**config.mk**
```make
export PLATFORM = sky130hd
export DESIGN_NAME = tmr_clk_select
export DESIGN_NICKNAME = d
export VERILOG_FILES = /design/src/rtl/tmr_cs_pkg.sv /design/src/rtl/tmr_prescaler.sv /design/src/rtl/tmr_pin_edge.sv /design/src/rtl/tmr_clk_select.sv
export SDC_FILE = /design/constraint.sdc
export NUM_CORES = 1
export LEC_CHECK = 0
export BUFFER_PORTS_ARGS = -buffer_cell sky130_fd_sc_hd__buf_4
export CORE_MARGIN = 2
export CORE_UTILIZATION = 40
export DETAILED_ROUTE_END_ITERATION = 8
export GPL_ROUTABILITY_DRIVEN = 1
export GPL_TIMING_DRIVEN = 0
export HOLD_SLACK_MARGIN = 0.15
export PLACE_DENSITY_LB_ADDON = 0.1
export SETUP_SLACK_MARGIN = 0.5
export SLEW_MARGIN = 20
export SYNTH_ARGS = -nofsm -noshare
export SYNTH_HDL_FRONTEND = slang
export SYNTH_SLANG_ARGS = --single-unit
```
**constraint.sdc**
```tcl
create_clock -name clk -period 1.6 [get_ports clk]
set_clock_uncertainty 0.15 [all_clocks]
set_input_delay 0.16 -clock clk [delete_from_list [all_inputs] [get_ports clk]]
set_output_delay 0.16 -clock clk [all_outputs]
set_load 0.005 [all_outputs]
```
**src/rtl/tmr_cs_pkg.sv**
```systemverilog
package tmr_cs_pkg;

  // Clock-select codes; the numeric values are the interface encoding.
  typedef enum logic [2:0] {
    CS_STOP     = 3'd0,
    CS_DIV1     = 3'd1,
    CS_DIV8     = 3'd2,
    CS_DIV64    = 3'd3,
    CS_DIV256   = 3'd4,
    CS_DIV1024  = 3'd5,
    CS_PIN_FALL = 3'd6,
    CS_PIN_RISE = 3'd7
  } cs_code_e;

  localparam int unsigned NUM_TAPS = 4;

  // log2 of the divide ratio for each prescaler tap (index 0 = /8).
  function automatic int unsigned tap_log2(input int unsigned idx);
    case (idx)
      0:       tap_log2 = 3;
      1:       tap_log2 = 6;
      2:       tap_log2 = 8;
      default: tap_log2 = 10;
    endcase
  endfunction

endpackage

```
**src/rtl/tmr_prescaler.sv**
```systemverilog
module tmr_prescaler
  import tmr_cs_pkg::*;
#(
  parameter int unsigned PS_WIDTH = 10
) (
  input  logic                clk,
  input  logic                rst_n,
  output logic [NUM_TAPS-1:0] tap_o
);

  logic [PS_WIDTH-1:0] cnt_q;
  logic [PS_WIDTH-1:0] cnt_d;
  logic                cnt_en;

  // Free-running: the enable is permanently asserted.
  assign cnt_en = 1'b1;

  always_comb begin
    cnt_d = cnt_q;
    if (cnt_en) cnt_d = cnt_q + PS_WIDTH'(1);
  end

  always_ff @(posedge clk or negedge rst_n) begin
    if (!rst_n) cnt_q <= '0;
    else        cnt_q <= cnt_d;
  end

  // Tap i fires when the low tap_log2(i) bits are all ones.
  for (genvar i = 0; i < NUM_TAPS; i++) begin : g_tap
    localparam int unsigned SH = tap_log2(i);
    assign tap_o[i] = &cnt_q[SH-1:0];
  end

endmodule

```
**src/rtl/tmr_pin_edge.sv**
```systemverilog
module tmr_pin_edge #(
  parameter int unsigned SYNC_STAGES = 2
) (
  input  logic clk,
  input  logic rst_n,
  input  logic pin_i,
  output logic rise_o,
  output logic fall_o
);

  logic [SYNC_STAGES-1:0] sync_q;
  logic [SYNC_STAGES-1:0] sync_d;
  logic                   prev_q;
  logic                   prev_d;
  logic                   pin_s;

  assign pin_s = sync_q[SYNC_STAGES-1];

  always_comb begin
    sync_d = {sync_q[SYNC_STAGES-2:0], pin_i};
    prev_d = pin_s;
  end

  always_ff @(posedge clk or negedge rst_n) begin
    if (!rst_n) begin
      sync_q <= '0;
      prev_q <= 1'b0;
    end else begin
      sync_q <= sync_d;
      prev_q <= prev_d;
    end
  end

  assign rise_o = pin_s & ~prev_q;
  assign fall_o = ~pin_s & prev_q;

endmodule

```
**src/rtl/tmr_clk_select.sv**
```systemverilog
module tmr_clk_select
  import tmr_cs_pkg::*;
#(
  parameter int unsigned PS_WIDTH    = 10,
  parameter int unsigned SYNC_STAGES = 2
) (
  input  logic       clk,
  input  logic       rst_n,
  input  logic [2:0] cs_sel,
  input  logic       ext_pin,
  output logic       count_en
);

  logic [NUM_TAPS-1:0] tap;
  logic                pin_rise;
  logic                pin_fall;
  cs_code_e            code;

  tmr_prescaler #(.PS_WIDTH(PS_WIDTH)) u_presc (
    .clk   (clk),
    .rst_n (rst_n),
    .tap_o (tap)
  );

  tmr_pin_edge #(.SYNC_STAGES(SYNC_STAGES)) u_pin (
    .clk    (clk),
    .rst_n  (rst_n),
    .pin_i  (ext_pin),
    .rise_o (pin_rise),
    .fall_o (pin_fall)
  );

  assign code = cs_code_e'(cs_sel);

  always_comb begin
    case (code)
      CS_STOP:     count_en = 1'b0;
      CS_DIV1:     count_en = 1'b1;
      CS_DIV8:     count_en = tap[0];
      CS_DIV64:    count_en = tap[1];
      CS_DIV256:   count_en = tap[2];
      CS_DIV1024:  count_en = tap[3];
      CS_PIN_FALL: count_en = pin_fall;
      CS_PIN_RISE: count_en = pin_rise;
      default:     count_en = 1'b0;
    endcase
  end

endmodule

```
==> results.sh, run 1 <==
export IMPL_yosysTopAreaCell="dfrtp_1"
export IMPL_drv_cap=0
export IMPL_preCtsSetupSlack_ps=-102
export IMPL_multi_input_area_um2=244
export IMPL_syn_num_nets=52
export IMPL_grt_usage_pct=16.0
export IMPL_area_growth_pct=32.0
export IMPL_start_kind="register"
export IMPL_postRouteAntennaNets=0
export IMPL_cp_startpoint="u_presc.cnt_q[1]"
export IMPL_setup_slack_ps=-290
export IMPL_leakagePower_nw=0.324
export IMPL_viasPerCell=5.18
export IMPL_final_seq_area_um2=327
export IMPL_drive_above_1_share_pct=37.3
export IMPL_r2r_start="u_presc.cnt_q[1]"
export IMPL_die_w_um=41.0
export IMPL_seqPwrFrac_pct=59.2
export IMPL_drc_errors=0
export IMPL_fin_cells=74
export IMPL_synthAdderAreaFrac_pct=4.58
export IMPL_cts_path_max_buffers=2
export IMPL_avgSynthCellArea_um2=12.4
export IMPL_synthCells=44
export IMPL_grt_pass1_wl_um=1610
export IMPL_grt_overflow=0
export IMPL_yosys_warnings=0
export IMPL_clock_sinks=13
export IMPL_syn_area_um2=547
export IMPL_synth_seq_cells=13
export IMPL_drtIter0Drc=6
export IMPL_std_cell_rows=13
export IMPL_ys_seq_area_share_pct=59.5
export IMPL_report_final_slew_viol_count=0
export IMPL_status="finished with violations"
export IMPL_routed_wl_um=1000
export IMPL_hold_viol=0
export IMPL_p_total_mw=0.564
export IMPL_violations="setup timing"
export IMPL_cts_tree="yes"
export IMPL_irDropWorstVdd_mv=0.596
export IMPL_nets=68
export IMPL_timing_final_crit_share_pct=118
export IMPL_dpl_cell_count=65
export IMPL_die_area_mm2=0.00168
export IMPL_p_sw_mw=0.112
export IMPL_clk_latency_ps=260
export IMPL_route_detailed_wl_per_inst_um=13.6
export IMPL_clockPowerShare_pct=33.3
export IMPL_crit_required_ps=1290
export IMPL_port_buffers=6
export IMPL_synthDistinctLibCells=19
export IMPL_crit_path_max_fanout=3
export IMPL_post_dp_hpwl_um=755
export IMPL_cts_hold_buf=2
export IMPL_drt_pass1_iter_count=4
export IMPL_fmax_mhz=529
export IMPL_worstPathArrival_ps=1580
export IMPL_synth_top_family_by_area="simple AND/OR/NAND/NOR gates"
export IMPL_grt_start_max_net_pins=14
export IMPL_worst_pin_slew_ps=222
export IMPL_antenna_cells=0
export IMPL_core_area_mm2=0.00128
export IMPL_synthSimpleGateAreaFrac_pct=15.3
export IMPL_min_period_ps=1890
export IMPL_rsz0062_at_grt="true"
export IMPL_antenna_found_initial=0
export IMPL_pwr_share_comb_pct=7.5
export IMPL_path_clk_slew_ps=70
export IMPL_yosysTopAreaCellShare_pct=59.5
export IMPL_slew_headroom_pct=85.2
export IMPL_whs_ps=119
export IMPL_io_pins=7
export IMPL_end_kind="output pin"
export IMPL_first_global_vias=390
export IMPL_synthTopCellsByArea="dfrtp_1, xnor2_1, ha_1, nand3_1, nand3b_1"
export IMPL_cts_htree_levels=1
export IMPL_fillers=112
export IMPL_synthMuxAreaShare_pct=0
export IMPL_gp_routability_congestion=0.667
export IMPL_synth_xor_area_share_pct=11.2
export IMPL_vias=383
export IMPL_cts_buffers=3
export IMPL_swShare_pct=19.8
export IMPL_intPower_mw=0.452
export IMPL_cts_root_buf="clkbuf_4"
export IMPL_path_class="reg -> out"
export IMPL_power_density_mw_per_mm2=781
export IMPL_setup_viol=1
export IMPL_setup_tns_ps=-290
export IMPL_hold_path_class="in -> async"
export IMPL_synth_compound_area_share_pct=7.32
export IMPL_die_y_um=41.0
export IMPL_start_util_pct=42.6
==> cells by family (layout without fill, tap and decap cells) <==
family | after synthesis | after routing
AOI/OAI and AO/OA | 5 | 5
buffers and inverters | 3 | 18
and+or+nand+nor | 14 | 14
adders and majority gates | 2 | 2
DFF | 13 | 13
xor gates and xnor gates | 7 | 7
==> registers in the layout (all words and copies together), names as in the netlist <==
register       flops
u_pin.sync_q       2
u_pin.prev_q       1
u_presc.cnt_q     10
==> critical path, cell delays in order, from the launching register on <==
cell	delay, ps
dfrtp_1	390
ha_2	200
and3_4	190
a311oi_2	200
o21ai_1	90
o211a_1	140
buf_6	110
==> placed cells by master, fill, tap and decap left out, drive strengths merged <==
cell         count
nor2             1
dlygate4sd3      2
nand4            1
clkbuf           4
and3             2
a311oi           1
dfrtp           13
nand2b           1
xnor2            6
and4             1
o21ai            1
xor2             1
ha               2
nand3b           2
o211a            1
a211oi           1
nand2            3
a41oi            1
inv              3
buf              9
nand3            3
==> cells in the mapped netlist (all sizes together) <==
master and instances:
dfrtp 13, xnor2 6, inv 3, nand2 3
nand3 3, and3 2, ha 2, nand3b 2
a211oi 1, a311oi 1, a41oi 1, and4 1
nand2b 1, nand4 1, nor2 1, o211a 1
o21ai 1, xor2 1
==> stage by stage <==
stage                     instance area (um2)  util, %
after floorplan                           552        -
after global placement                    616     47.9
after detailed placement                  616     47.9
after CTS                                 709     55.2
after global routing                      722     56.2
final                                     722     56.2
==> area by class of cell <==
class | count | area share, %
Tap cell | 15 | 2.60
Sequential cell | 13 | 45.2
Clock buffer | 4 | 3.64
Multi-Input combinational cell | 28 | 33.8
Inverter | 3 | 1.56
Timing Repair Buffer | 11 | 13.2
==> power by group through the flow <==
stage / clock network [mW] / registers (mW) / logic [mW]
after floorplan: 0 / 0.340 / 0.0104
after global placement: 0 / 0.340 / 0.0324
after detailed placement: 0 / 0.340 / 0.0348
after CTS: 0.203 / 0.334 / 0.0410
after global routing: 0.214 / 0.334 / 0.0468
final: 0.187 / 0.334 / 0.0424
==> what timing repair did <==
| item | in CTS | in global routing |
|---|---|---|
| pin swaps | 3 | 3 |
| hold endpoints to repair | 14 | 13 |
| buffers inserted | 2 | 1 |
| setup endpoints to repair | 8 | 8 |
| gates cloned | 0 | 0 |
| resized for setup | 7 | 2 |
==> worst paths after layout <==
check	end	slack (ps)	depth (start not counted)
max in group asynchronous	u_presc.cnt_q[4]	1010	2
worst max-delay path	count_en	-290	6
worst min-delay path	u_presc.cnt_q[3]	120	2
worst max register to register	u_presc.cnt_q[4]	190	5
min in group clk	u_pin.sync_q[1]	210	0
worst min register to register	u_pin.sync_q[1]	210	0
==> per-layer routing <==
| metal | up-vias | part of all wire, % | track usage, % |
|---|---|---|---|
| met5 | - | 0 | 0 |
| met4 | 0 | 0 | 10.0 |
| met3 | 0 | 3.4 | 1.63 |
| met2 | 6 | 54 | 28.5 |
| met1 | 192 | 43 | 18.0 |
| li1 | 185 | - | - |
(Power assumes the default switching activity.)
==> inputs of run 2 (changes only) <==
Settings changed: ABC_AREA from default to 1, BUFFER_PORTS_ARGS -buffer_cell sky130_fd_sc_hd__buf_4 to -buffer_cell sky130_fd_sc_hd__clkbuf_2.
==> results.sh, run 2 <==
export IMPL_synth_edf_count=0
export IMPL_postRouteAntennaNets=0
export IMPL_crit_end="count_en"
export IMPL_setup_viol=1
export IMPL_synth_seq_cells=13
export IMPL_top_register="u_presc.cnt_q"
export IMPL_synthCells=71
export IMPL_crit_required_ps=1290
export IMPL_area_growth_pct=37.7
export IMPL_drc_errors=0
export IMPL_dr_wl_met2_um=607
export IMPL_antenna_cells=0
export IMPL_layout_common_cells="nand2_1, inv_1, dfrtp_1, clkbuf_2, buf_4"
export IMPL_cts_path_max_buffers=2
export IMPL_vias=496
export IMPL_yosysTopAreaCellShare_pct=50.8
export IMPL_synthTopCellsByArea="dfrtp_1, nand2_1, inv_1, nand3_1, xor2_1"
export IMPL_worstPathArrival_ps=1450
export IMPL_yosys_warnings=0
export IMPL_clock_sinks=13
export IMPL_critPathMaxStageDelay_ps=430
export IMPL_postSynth_asyncResetShare_pct=100
export IMPL_core_area_mm2=0.00151
export IMPL_grt_pass1_wl_um=2010
export IMPL_path_clk_slew_ps=80
export IMPL_leakagePower_nw=0.401
export IMPL_r2r_cells=6
export IMPL_r2r_slack_ps=260
export IMPL_worst_pin_slew_ps=309
export IMPL_report_final_slew_viol_count=0
export IMPL_std_cell_rows=14
export IMPL_largest_register_ffs=10
export IMPL_hold_path_class="in -> async"
export IMPL_min_period_ps=1760
export IMPL_gp_routability_congestion=0.698
export IMPL_violations="setup timing"
export IMPL_drtIter0Drc=6
export IMPL_irDropWorstVdd_mv=0.492
export IMPL_fmax_mhz=570
export IMPL_path_cells="ha_4 -> ha_4 -> nand3_2 -> nand2_1 -> inv_1 -> nand2_1 -> nand2_1 -> a21oi_2 -> buf_2"
export IMPL_io_pins=7
export IMPL_die_y_um=44.0
export IMPL_final_common_cell="nand2_1"
export IMPL_clk_latency_ps=290
export IMPL_rsz0062_at_grt="true"
export IMPL_crit_top_cell="nand2_1"
export IMPL_post_dp_hpwl_um=749
export IMPL_syn_num_nets=79
export IMPL_grt_start_max_net_pins=14
export IMPL_yosysTopAreaCell="dfrtp_1"
export IMPL_end_kind="output pin"
export IMPL_die_area_mm2=0.00194
export IMPL_whs_ps=140
export IMPL_reg2reg_to="u_presc.cnt_q[8]"
export IMPL_start_kind="register"
export IMPL_timing_final_crit_share_pct=110
export IMPL_start_util_pct=42.5
export IMPL_drv_cap=0
export IMPL_ys_seq_area_share_pct=50.8
export IMPL_cp_startpoint="u_presc.cnt_q[0]"
export IMPL_largest_registers="u_presc.cnt_q (10), u_pin.sync_q (2), u_pin.prev_q (1)"
export IMPL_cts_htree_levels=1
export IMPL_dr_wl_met3_um=40
export IMPL_grt_usage_pct=15.1
export IMPL_synthTopCellsByCount="nand2_1, dfrtp_1, inv_1"
export IMPL_status="finished with violations"
export IMPL_fin_cells=106
export IMPL_synthFlopType="dfrtp_1"
export IMPL_routed_wl_um=1170
export IMPL_avgSynthCellArea_um2=9.02
export IMPL_drive_above_1_share_pct=44.4
export IMPL_met1Wirelength_um=476
export IMPL_synthDistinctLibCells=16
export IMPL_antenna_found_initial=0
export IMPL_crit_path_max_fanout=2
export IMPL_dpl_cell_count=93
export IMPL_slew_headroom_pct=79.4
export IMPL_path_class="reg -> out"
export IMPL_first_global_vias=488
export IMPL_cts_root_buf="clkbuf_4"
export IMPL_viasPerCell=4.68
export IMPL_nets=99
export IMPL_cts_buffers=3
export IMPL_port_buffers=6
export IMPL_drt_pass1_iter_count=3
export IMPL_synth_most_common_cell="nand2_1"
export IMPL_grt_overflow=0
export IMPL_power_density_mw_per_mm2=656
export IMPL_hold_viol=0
export IMPL_route_detailed_wl_per_inst_um=11.0
export IMPL_fin_util_pct=58.6
export IMPL_routed_top_layer="met4"
export IMPL_slowest_stage="dfrtp_2"
export IMPL_setup_slack_ps=-156
export IMPL_syn_area_um2=641
export IMPL_r2r_start="u_presc.cnt_q[1]"
export IMPL_cts_tree="yes"
export IMPL_die_w_um=44.0
-- run 2: cell types whose count changed in the layout (fill, tap and decap cells not counted), moves of 3 or more --
| cell | change |
|---|---|
| nand2_1 | +14 |
| inv_1 | +10 |
| clkbuf_2 | +5 |
| xnor2_1 | -4 |
| nand2_2 | +3 |
| nor2_4 | +3 |
-- run 2: worst min-delay path by stage --
stage	end	startpoint	slack (ps)	cells past startpoint
after floorplan	u_pin.prev_q	rst_n	-290	0
after global placement	u_presc.cnt_q[0]	rst_n	-80	1
after detailed placement	u_presc.cnt_q[0]	rst_n	-90	1
after CTS	u_presc.cnt_q[2]	rst_n	150	2
after global routing	u_pin.sync_q[1]	rst_n	160	2
final	u_presc.cnt_q[1]	rst_n	140	2
-- run 2: report_power, final --
| group | internal [mW] | switching (mW) | total, mW |
|---|---|---|---|
| Clock | 0.0931 | 0.117 | 0.211 |
| Sequential | 0.332 | 0.00166 | 0.334 |
| Combinational | 0.0152 | 0.0195 | 0.0347 |
| Total | 0.440 | 0.139 | 0.579 |
-- run 2: kinds of logic after synthesis --
| family | count (synthesis) | share of synthesized area [%] |
|---|---|---|
| adder cells (fa/ha/maj) | 2 | 3.91 |
| XOR/XNOR | 5 | 6.84 |
| AO/OA/AOI/OAI | 2 | 2.15 |
| AND/OR/NAND/NOR | 35 | 28.1 |
| buffers and inverters | 14 | 8.20 |
| flip-flops | 13 | 50.8 |
-- run 2: timing repair --
action                     in CTS  in global routing
setup buffers                   5                  2
hold endpoints to repair       14                  0
setup endpoints to repair       8                  8
hold buffers                    2                  0
gates resized for setup         1                 14
pin swaps                       4                  6
-- run 2: critical path: cells and delay by family, from the launching register on --
kind                       cells  cell delay [ps]
AOI/OAI and AO/OA              1               30
adders and majority gates      2              340
buffers and inverters          2              160
DFF                            1              430
and+or+nand+nor                4              200
-- run 2: layout make-up --
class	count	area (um2)
fill	135	624
multi-input combinational	44	342
sequential	13	329
timing repair buffer	15	110
inverter	14	53.8
clock buffer	3	22.5
tap	16	20.0
clock inverter	1	5.00
-- run 2: through the flow --
| stage | power (mW) | worst slack, ps | area, um2 | setup TNS (ps) |
|---|---|---|---|---|
| 2_1_floorplan | 0.354 | 263 | 672 | 0 |
| 3_3_place_gp | 0.372 | 72.0 | 722 | 0 |
| 3_5_place_dp | 0.372 | 42.8 | 722 | 0 |
| 4_1_cts | 0.579 | -166 | 808 | -166 |
| 5_1_grt | 0.609 | -254 | 882 | -254 |
| 6_report | 0.579 | -156 | 882 | -156 |
-- run 2: per-layer routing --
layer	vias to the layer above	track usage [%]
met4	0	12.7
met2	8	22.9
met3	5	3.67
met1	232	17.9
met5	-	0
li1	251	-
==> inputs of run 3 (changes only) <==
Settings changed: SYNTH_HIERARCHICAL from default to 1.
==> results.sh, run 3 <==
export IMPL_status="finished with violations"
export IMPL_violations="setup timing"
export IMPL_path_class="reg -> out"
export IMPL_r2r_cells=12
export IMPL_hold_path_class="in -> async"
export IMPL_io_pins=7
export IMPL_synthAdderAreaFrac_pct=4.00
export IMPL_cts_root_buf="clkbuf_4"
export IMPL_first_global_vias=486
export IMPL_nets=110
export IMPL_core_area_mm2=0.00149
export IMPL_hold_viol=0
export IMPL_worstPathArrival_ps=1600
export IMPL_final_area_um2=858
export IMPL_drt_pass1_iter_count=4
export IMPL_fin_util_pct=57.6
export IMPL_synthSimpleGateAreaFrac_pct=29.4
export IMPL_synth_top_family_by_area="simple AND/OR/NAND/NOR gates"
export IMPL_grt_pass1_wl_um=1960
export IMPL_fillers=151
export IMPL_antenna_cells=0
export IMPL_synth_seq_cells=13
export IMPL_cts_tree="yes"
export IMPL_whs_ps=163
export IMPL_area_growth_pct=37.2
export IMPL_cts_buffers=3
export IMPL_r2r_start="u_presc/cnt_q[0]"
export IMPL_yosysTopAreaCellShare_pct=52.0
export IMPL_grt_start_max_net_pins=14
export IMPL_postSynth_asyncResetShare_pct=100
export IMPL_synthDistinctLibCells=14
export IMPL_yosys_warnings=6
export IMPL_die_y_um=43.5
export IMPL_yosysTopAreaCell="dfrtp_1"
export IMPL_layout_common_cells="nand2_1, dfrtp_1, inv_1, buf_4"
export IMPL_routed_wl_um=1100
export IMPL_largest_register_ffs=10
export IMPL_post_dp_hpwl_um=669
export IMPL_cts_htree_levels=1
export IMPL_rsz0062_at_grt="true"
export IMPL_setup_slack_ps=-306
export IMPL_setup_viol=2
export IMPL_die_w_um=43.5
export IMPL_top_register="u_presc/cnt_q"
export IMPL_fin_cells=117
export IMPL_drtIter0Drc=8
export IMPL_drive_above_1_share_pct=33.7
export IMPL_synthTopCellsByArea="dfrtp_1, nand2_1, inv_1, nand3_1, ha_1"
export IMPL_vias=521
export IMPL_drc_errors=0
export IMPL_largest_registers="u_presc/cnt_q (10), u_pin/sync_q (2), u_pin/prev_q (1)"
export IMPL_multi_input_area_um2=285
export IMPL_gp_routability_congestion=0.702
export IMPL_start_kind="register"
export IMPL_cp_startpoint="u_presc/cnt_q[0]"
export IMPL_slew_headroom_pct=77.7
export IMPL_ys_seq_area_share_pct=52.0
export IMPL_viasPerCell=4.45
export IMPL_port_buffers=6
export IMPL_dpl_cell_count=99
export IMPL_clk_latency_ps=270
export IMPL_r2r_slack_ps=-280
export IMPL_synth_compound_area_share_pct=2.80
export IMPL_grt_overflow=0
export IMPL_worst_pin_slew_ps=334
export IMPL_syn_num_nets=85
export IMPL_avgSynthCellArea_um2=8.12
export IMPL_synth_edf_count=0
export IMPL_synthTopCellsByCount="nand2_1, inv_1, dfrtp_1"
export IMPL_final_common_cell="nand2_1"
export IMPL_crit_path_max_fanout=3
export IMPL_min_period_ps=1910
export IMPL_synthCells=77
export IMPL_placed_area_um2=686
export IMPL_path_clk_slew_ps=80
export IMPL_grt_usage_pct=14.7
export IMPL_final_seq_area_um2=325
export IMPL_synth_xor_area_share_pct=2.80
export IMPL_clock_sinks=13
export IMPL_drv_cap=0
export IMPL_antenna_found_initial=0
export IMPL_cts_path_max_buffers=2
export IMPL_power_density_mw_per_mm2=658
export IMPL_die_area_mm2=0.00190
export IMPL_synth_most_common_cell="nand2_1"
export IMPL_syn_area_um2=626
export IMPL_leakagePower_nw=0.459
export IMPL_report_final_slew_viol_count=0
export IMPL_std_cell_rows=14
export IMPL_preCtsSetupSlack_ps=-49.0
export IMPL_synthFlopType="dfrtp_1"
export IMPL_postRouteAntennaNets=0
export IMPL_reg2reg_to="u_presc/cnt_q[8]"
export IMPL_route_detailed_wl_per_inst_um=9.37
export IMPL_timing_final_crit_share_pct=119
export IMPL_crit_required_ps=1290
export IMPL_fmax_mhz=525
export IMPL_end_kind="output pin"
export IMPL_synthMuxAreaShare_pct=0
export IMPL_start_util_pct=42.0
export IMPL_irDropWorstVdd_mv=0.559
==> run 3: cell types whose count changed in the layout (fill, tap and decap cells not counted), moves of 2 or more <==
cell / before / now
nand2_1: 16 / 26
nand3_1: 4 / 6
dfrtp_2: 3 / 0
buf_4: 5 / 11
dfrtp_1: 10 / 13
nor2_1: 0 / 4
xor2_1: 2 / 0
nor3_2: 2 / 0
inv_2: 0 / 3
==> run 3: area by class of cell <==
class                   count  share of cell area [%]
flip-flops and latches     13                    37.9
multi-input cells          49                    33.2
repair buffers             20                    16.8
inverters                  15                    6.56
clock buffers               3                    2.62
well taps                  16                    2.33
clock inverters             1                   0.583
==> run 3: worst max-delay path, cell delays in order (launching register included) <==
cell	delay, ps
dfrtp_1	420
ha_4	180
nand3_4	90
nor2_4	40
buf_4	130
buf_4	130
o211ai_1	150
nand2_1	70
clkbuf_2	110
==> run 3: kinds of logic after synthesis <==
kind of cell               count (synthesis)
DFF                                       13
and+or+nand+nor                           42
AOI/OAI and AO/OA                          3
adders and majority gates                  2
buffers and inverters                     15
xor gates and xnor gates                   2
==> run 3: routing by layer <==
layer	up-vias	share of wire, %	track usage [%]
met5	-	0	0
met1	230	46	18.2
met4	0	1.6	12.7
li1	284	-	-
met3	2	2.6	2.50
met2	5	49	21.8
==> run 3: metrics by stage <==
| step | TNS (ps) | power [mW] |
|---|---|---|
| floorplan | 0 | 0.351 |
| global placement | -37.9 | 0.368 |
| detailed placement | -49.0 | 0.368 |
| CTS | -541 | 0.580 |
| global route | -794 | 0.596 |
| finish | -583 | 0.565 |
==> run 3: power by group <==
part | internal, mW | total [mW] | switching (mW)
Clock | 0.0926 | 0.199 | 0.107
Sequential | 0.332 | 0.334 | 0.00175
Combinational | 0.0142 | 0.0319 | 0.0177
Total | 0.439 | 0.565 | 0.126
==> run 3: what timing repair did <==
item | 4_1_cts | 5_1_grt
pin swaps | 4 | 5
resized for setup | 3 | 7
setup buffers | 10 | 2
setup endpoints to repair | 8 | 9
hold buffers | 2 | 0
hold endpoints to repair | 14 | 0
==> run 3: worst max path at each step <==
stage | endpoint | slack (ps)
6_report | count_en | -310
3_3_place_gp | count_en | -40
2_1_floorplan | count_en | 140
4_1_cts | count_en | -280
3_5_place_dp | count_en | -50
5_1_grt | count_en | -410
